==> config.mk <==
export PLATFORM = sky130hd
export DESIGN_NAME = cmp_change_irq
export DESIGN_NICKNAME = d
export VERILOG_FILES = /design/src/rtl/cmpirq_pkg.sv /design/src/rtl/cmpirq_sync.sv /design/src/rtl/cmpirq_detect.sv /design/src/rtl/cmpirq_flag_fsm.sv /design/src/rtl/cmp_change_irq.sv
export SDC_FILE = /design/constraint.sdc
export NUM_CORES = 1
export LEC_CHECK = 0
export CAP_MARGIN = 5
export CORE_AREA = 2 2 39 41
export DETAILED_ROUTE_END_ITERATION = 8
export DIE_AREA = 0 0 41 43
export DONT_BUFFER_PORTS = 1
export GPL_TIMING_DRIVEN = 0
export MAX_ROUTING_LAYER = met4
export PLACE_DENSITY = 0.67
export SLEW_MARGIN = 10
export SYNTH_ARGS = -nofsm -noshare
export SYNTH_HDL_FRONTEND = slang
export SYNTH_SLANG_ARGS = --single-unit
==> constraint.sdc <==
create_clock -name clk -period 1.2 [get_ports clk]
set_input_delay 0.24 -clock clk [delete_from_list [all_inputs] [get_ports clk]]
set_output_delay 0.24 -clock clk [all_outputs]
set_load 0.01 [all_outputs]
==> src/rtl/cmpirq_pkg.sv <==
package cmpirq_pkg;
    localparam int NCH    = 2;
    localparam int ADDR_W = 1;
    localparam int DATA_W = 8;

    localparam logic [ADDR_W-1:0] ADDR_STAT = 1'b0;
    localparam logic [ADDR_W-1:0] ADDR_FLAG = 1'b1;

    // status/control register layout
    localparam int STAT_OUT_LSB = 6;
    localparam int STAT_INV_LSB = 4;
    localparam int STAT_PIN_LSB = 2;

    // flag/enable register layout
    localparam int FLAG_BIT = 0;
    localparam int LEN_BIT  = 1;
    localparam int PEN_BIT  = 2;
    localparam int GEN_BIT  = 3;

    typedef enum logic {
        FLG_CLEAR  = 1'b0,
        FLG_RAISED = 1'b1
    } flag_state_t;
endpackage

==> src/rtl/cmpirq_sync.sv <==
module cmpirq_sync #(
    parameter int W      = 2,
    parameter int STAGES = 2
) (
    input  logic         clk,
    input  logic         rst_n,
    input  logic [W-1:0] d,
    output logic [W-1:0] q
);
    logic [W-1:0] chain [STAGES];

    always_ff @(posedge clk or negedge rst_n) begin
        if (!rst_n) begin
            for (int k = 0; k < STAGES; k++) chain[k] <= '0;
        end else begin
            chain[0] <= d;
            for (int k = 1; k < STAGES; k++) chain[k] <= chain[k-1];
        end
    end

    assign q = chain[STAGES-1];
endmodule

==> src/rtl/cmpirq_detect.sv <==
module cmpirq_detect #(
    parameter int W = 2
) (
    input  logic         clk,
    input  logic         rst_n,
    input  logic [W-1:0] synced,
    input  logic [W-1:0] invert,
    input  logic         load,
    output logic [W-1:0] live,
    output logic [W-1:0] snap,
    output logic         mismatch
);
    genvar i;
    generate
        for (i = 0; i < W; i++) begin : g_pol
            assign live[i] = synced[i] ^ invert[i];
        end
    endgenerate

    always_ff @(posedge clk or negedge rst_n) begin
        if (!rst_n)    snap <= '0;
        else if (load) snap <= live;
    end

    assign mismatch = (live != snap);
endmodule

==> src/rtl/cmpirq_flag_fsm.sv <==
module cmpirq_flag_fsm
    import cmpirq_pkg::*;
(
    input  logic clk,
    input  logic rst_n,
    input  logic mismatch,
    input  logic suppress,
    input  logic sw_wr,
    input  logic sw_val,
    output logic flag
);
    flag_state_t state_q, state_d;

    always_ff @(posedge clk or negedge rst_n) begin
        if (!rst_n) state_q <= FLG_CLEAR;
        else        state_q <= state_d;
    end

    always_comb begin
        state_d = state_q;
        unique case (state_q)
            FLG_CLEAR: begin
                if (sw_wr) begin
                    if (sw_val) state_d = FLG_RAISED;
                end else if (mismatch && !suppress) begin
                    state_d = FLG_RAISED;
                end
            end
            FLG_RAISED: begin
                if (sw_wr && !sw_val) state_d = FLG_CLEAR;
            end
        endcase
    end

    always_comb begin
        flag = (state_q == FLG_RAISED);
    end
endmodule

==> src/rtl/cmp_change_irq.sv <==
module cmp_change_irq
    import cmpirq_pkg::*;
#(
    parameter int SYNC_STAGES = 2
) (
    input  logic              clk,
    input  logic              rst_n,
    input  logic [NCH-1:0]    cmp_raw,
    input  logic [ADDR_W-1:0] bus_addr,
    input  logic              bus_rd,
    input  logic              bus_wr,
    input  logic [DATA_W-1:0] bus_wdata,
    output logic [DATA_W-1:0] bus_rdata,
    output logic              irq,
    output logic [NCH-1:0]    cmp_pin,
    output logic [NCH-1:0]    cmp_pin_oe
);
    logic [NCH-1:0] synced_w, live_w, snap_w;
    logic [NCH-1:0] inv_q, pin_en_q;
    logic           len_q, pen_q, gen_q;
    logic           mismatch_w, flag_q;
    logic           stat_acc, stat_wr, flag_wr;

    assign stat_acc = (bus_rd || bus_wr) && (bus_addr == ADDR_STAT);
    assign stat_wr  = bus_wr && (bus_addr == ADDR_STAT);
    assign flag_wr  = bus_wr && (bus_addr == ADDR_FLAG);

    cmpirq_sync #(.W(NCH), .STAGES(SYNC_STAGES)) u_sync (
        .clk   (clk),
        .rst_n (rst_n),
        .d     (cmp_raw),
        .q     (synced_w)
    );

    cmpirq_detect #(.W(NCH)) u_detect (
        .clk      (clk),
        .rst_n    (rst_n),
        .synced   (synced_w),
        .invert   (inv_q),
        .load     (stat_acc),
        .live     (live_w),
        .snap     (snap_w),
        .mismatch (mismatch_w)
    );

    cmpirq_flag_fsm u_flag (
        .clk      (clk),
        .rst_n    (rst_n),
        .mismatch (mismatch_w),
        .suppress (stat_acc),
        .sw_wr    (flag_wr),
        .sw_val   (bus_wdata[FLAG_BIT]),
        .flag     (flag_q)
    );

    always_ff @(posedge clk or negedge rst_n) begin
        if (!rst_n) begin
            inv_q    <= '0;
            pin_en_q <= '0;
            len_q    <= 1'b0;
            pen_q    <= 1'b0;
            gen_q    <= 1'b0;
        end else begin
            if (stat_wr) begin
                inv_q    <= bus_wdata[STAT_INV_LSB +: NCH];
                pin_en_q <= bus_wdata[STAT_PIN_LSB +: NCH];
            end
            if (flag_wr) begin
                len_q <= bus_wdata[LEN_BIT];
                pen_q <= bus_wdata[PEN_BIT];
                gen_q <= bus_wdata[GEN_BIT];
            end
        end
    end

    always_comb begin
        bus_rdata = '0;
        unique case (bus_addr)
            ADDR_STAT: begin
                bus_rdata[STAT_OUT_LSB +: NCH] = live_w;
                bus_rdata[STAT_INV_LSB +: NCH] = inv_q;
                bus_rdata[STAT_PIN_LSB +: NCH] = pin_en_q;
            end
            ADDR_FLAG: begin
                bus_rdata[FLAG_BIT] = flag_q;
                bus_rdata[LEN_BIT]  = len_q;
                bus_rdata[PEN_BIT]  = pen_q;
                bus_rdata[GEN_BIT]  = gen_q;
            end
            default: bus_rdata = '0;
        endcase
    end

    assign irq = flag_q && len_q && pen_q && gen_q;

    genvar i;
    generate
        for (i = 0; i < NCH; i++) begin : g_pin
            assign cmp_pin[i]    = pin_en_q[i] ? live_w[i] : 1'b0;
            assign cmp_pin_oe[i] = pin_en_q[i];
        end
    endgenerate
endmodule

==> flow_summary.ini <==
[outcome]
outcome = complete, but fails checks
violations = setup timing

[cells_and_area]
fin_nets = 76
fin_cells = 76
drive_gt1_share_pct = 45.0
n_antenna_cell = 0
layout_common_cells = dfrtp_1, mux2_2, buf_4
final_common_cell = dfrtp_1
fillers = 124
syn_to_final_growth_pct = 27.6

[timing]
max_freq_ghz = 0.735
tightest_slew_ns = 0.611
slew_viol_final = 0
tns_ns = -0.520
rsz0062_at_grt = yes
setup_viol = 7
fin_crit_sh_pct = 113
fin_crit_ns = 1.36
fin_ws_ns = -0.160
hold_viol = 0
skew_ns = 0.000436
max_slew_margin_pct = 59.1

[pwr]
power_density_mw_per_mm2 = 1510
p_leak_nw = 0.356
ir_worst_vdd_mv = 0.662

[floorplan]
row_count = 14
ios = 28
start_util_pct = 44.5
die_area_mm2 = 0.00176
core_area_mm2 = 0.00138
die_h_um = 43
die_x_um = 41

[run]
maxCapViolCount = 0

[placed_design]
place_hpwl_um = 776
place.gp.congestion = 0.625
place_inst = 64
port_buffers = 0

[logic_synthesis]
ys.warnings.count = 0
ys_ff_latch = 14
yosys.area.top_type = dfrtp_1
synth_cells = 48
synthesis.area_um2 = 616
synth_top_area_share_pct = 56.9
synthesis.nets = 63
yosysSeqAreaShare_pct = 56.9
synthDistinctLibCells = 16
avgSynthCellArea_um2 = 12.8
synth.area.top_cells = dfrtp_1, mux2_2, xnor2_1, xor2_1, and2b_1

[drt]
route.detailed.drc = 0
ant_nets = 0
dr.pass1.iters = 1
vias_per_cell = 5.12
wl_mm = 1.06
first_iter_violations = 0
num_vias = 389
routedWlPerCell_um = 13.9

[global_route]
grt-ovfl-total = 0
grt_usage_pct = 15.9
grt_pass1_wl_mm = 1.75
antenna_found_initial = 0
grt_max_degree = 15
grt_pass1_vias = 438

[clock_tree]
cts_sinks = 14
cts_tree = yes
numCtsBuffers = 3
cts_buffer_depth = 2
cts_root_buf = clkbuf_4
clk_pin_slew_ns = 0.08
h-tree-depth = 1
insertion_delay_ns = 0.27

[critical_path]
cp-start-kind = flip-flop
crit_path_max_fanout = 3
worstPathArrival_ns = 1.12
worstSetupEndpointType = output port
criticalPathCategory = flip-flop to output port
required_ns = 0.96

[worst_hold_path]
hp-class = primary input to flip-flop
## timing repair
action / in CTS / in global routing
gates resized for setup: 7 / 5
pin swaps: 2 / 0
endpoints found under the setup margin: 6 / 8
hold endpoints to repair: 16 / 0
hold buffers: 3 / 0
cloned: 0 / 0
buffers inserted: 3 / 2
## cell usage after synthesis
library cell / n
nand2_1: 3
and2b_1: 2
mux2_2: 9
and4_1: 1
o32ai_1: 1
a31oi_1: 1
nor2b_4: 1
nor2_1: 4
o21bai_1: 1
o21ai_0: 2
xnor2_1: 2
buf_4: 1
nor2b_1: 2
dfrtp_1: 14
and2_1: 2
xor2_1: 2
## stage by stage
stage	hold slack (ns)	area (um2)	setup slack, ns	utilization (%)	total power, W
after floorplan	-0.0556	616	0.0784	-	0.000743
after global placement	-0.0552	636	-0.0103	45.9	0.000771
after detailed placement	-0.0553	636	-0.0151	45.9	0.000776
after CTS	0.0933	756	-0.160	54.6	0.00118
after global routing	0.0897	786	-0.215	56.8	0.00127
final	0.109	786	-0.160	56.8	0.00119
## path summary, 6_finish.rpt
check                           startpoint             to  slack, ns  cells past startpoint
max                            u_sync.q[0]     cmp_pin[0]      -0.16                      2
min reg2reg                u_sync.chain[3]    u_sync.q[1]       0.36                      0
min in group asynchronous            rst_n       inv_q[1]       0.41                      1
max in group asynchronous            rst_n  cmp_pin_oe[0]       0.36                      1
min                           bus_wdata[2]          pen_q       0.11                      1
max reg2reg                    u_sync.q[0]    u_flag.flag       0.08                      4
## final cells by class
class                      instances  area [um2]  share of cell area (%)
timing repair buffer               8        71.3                    9.08
clock buffer                       4        36.3                    4.62
multi-input combinational         33         298                    37.9
sequential                        14         353                    44.9
buffer                             1        7.51                   0.955
tap                               16        20.0                    2.55
## where the power goes
| part | switching (W) | internal (W) | total (W) |
|---|---|---|---|
| Combinational | 0.000112 | 0.000157 | 0.000270 |
| Clock | 0.000146 | 0.000184 | 0.000330 |
| Sequential | 0.0000533 | 0.000533 | 0.000587 |
## layer usage
metal	routed length [um]	track usage (%)	share of wire (%)
met3	77	4.71	7.3
met5	0	-	0
met4	13	10.0	1.2
met2	550	24.1	52
met1	412	17.3	39
## logic make-up after synthesis
family | count (synthesis) | share of synthesized area [%]
simple gates | 15 | 14.4
xor+xnor | 4 | 5.69
compound gates | 5 | 5.29
buf+inv | 1 | 1.22
mux | 9 | 16.5
flops | 14 | 56.9
## critical path: stages, from the launching register on
cell and delay [ns]:
dfrtp_1 0.40, xnor2_2 0.21, and2b_1 0.24
## sequential cells by signal, indices dropped and copies added (netlist names)
signal,cells
u_flag.flag,1
u_sync.q,2
cmp_pin_oe,2
inv_q,2
u_detect.snap,2
u_sync.chain,2
len_q,1
gen_q,1
pen_q,1
Note: power is estimated with default switching activity, not from simulation.
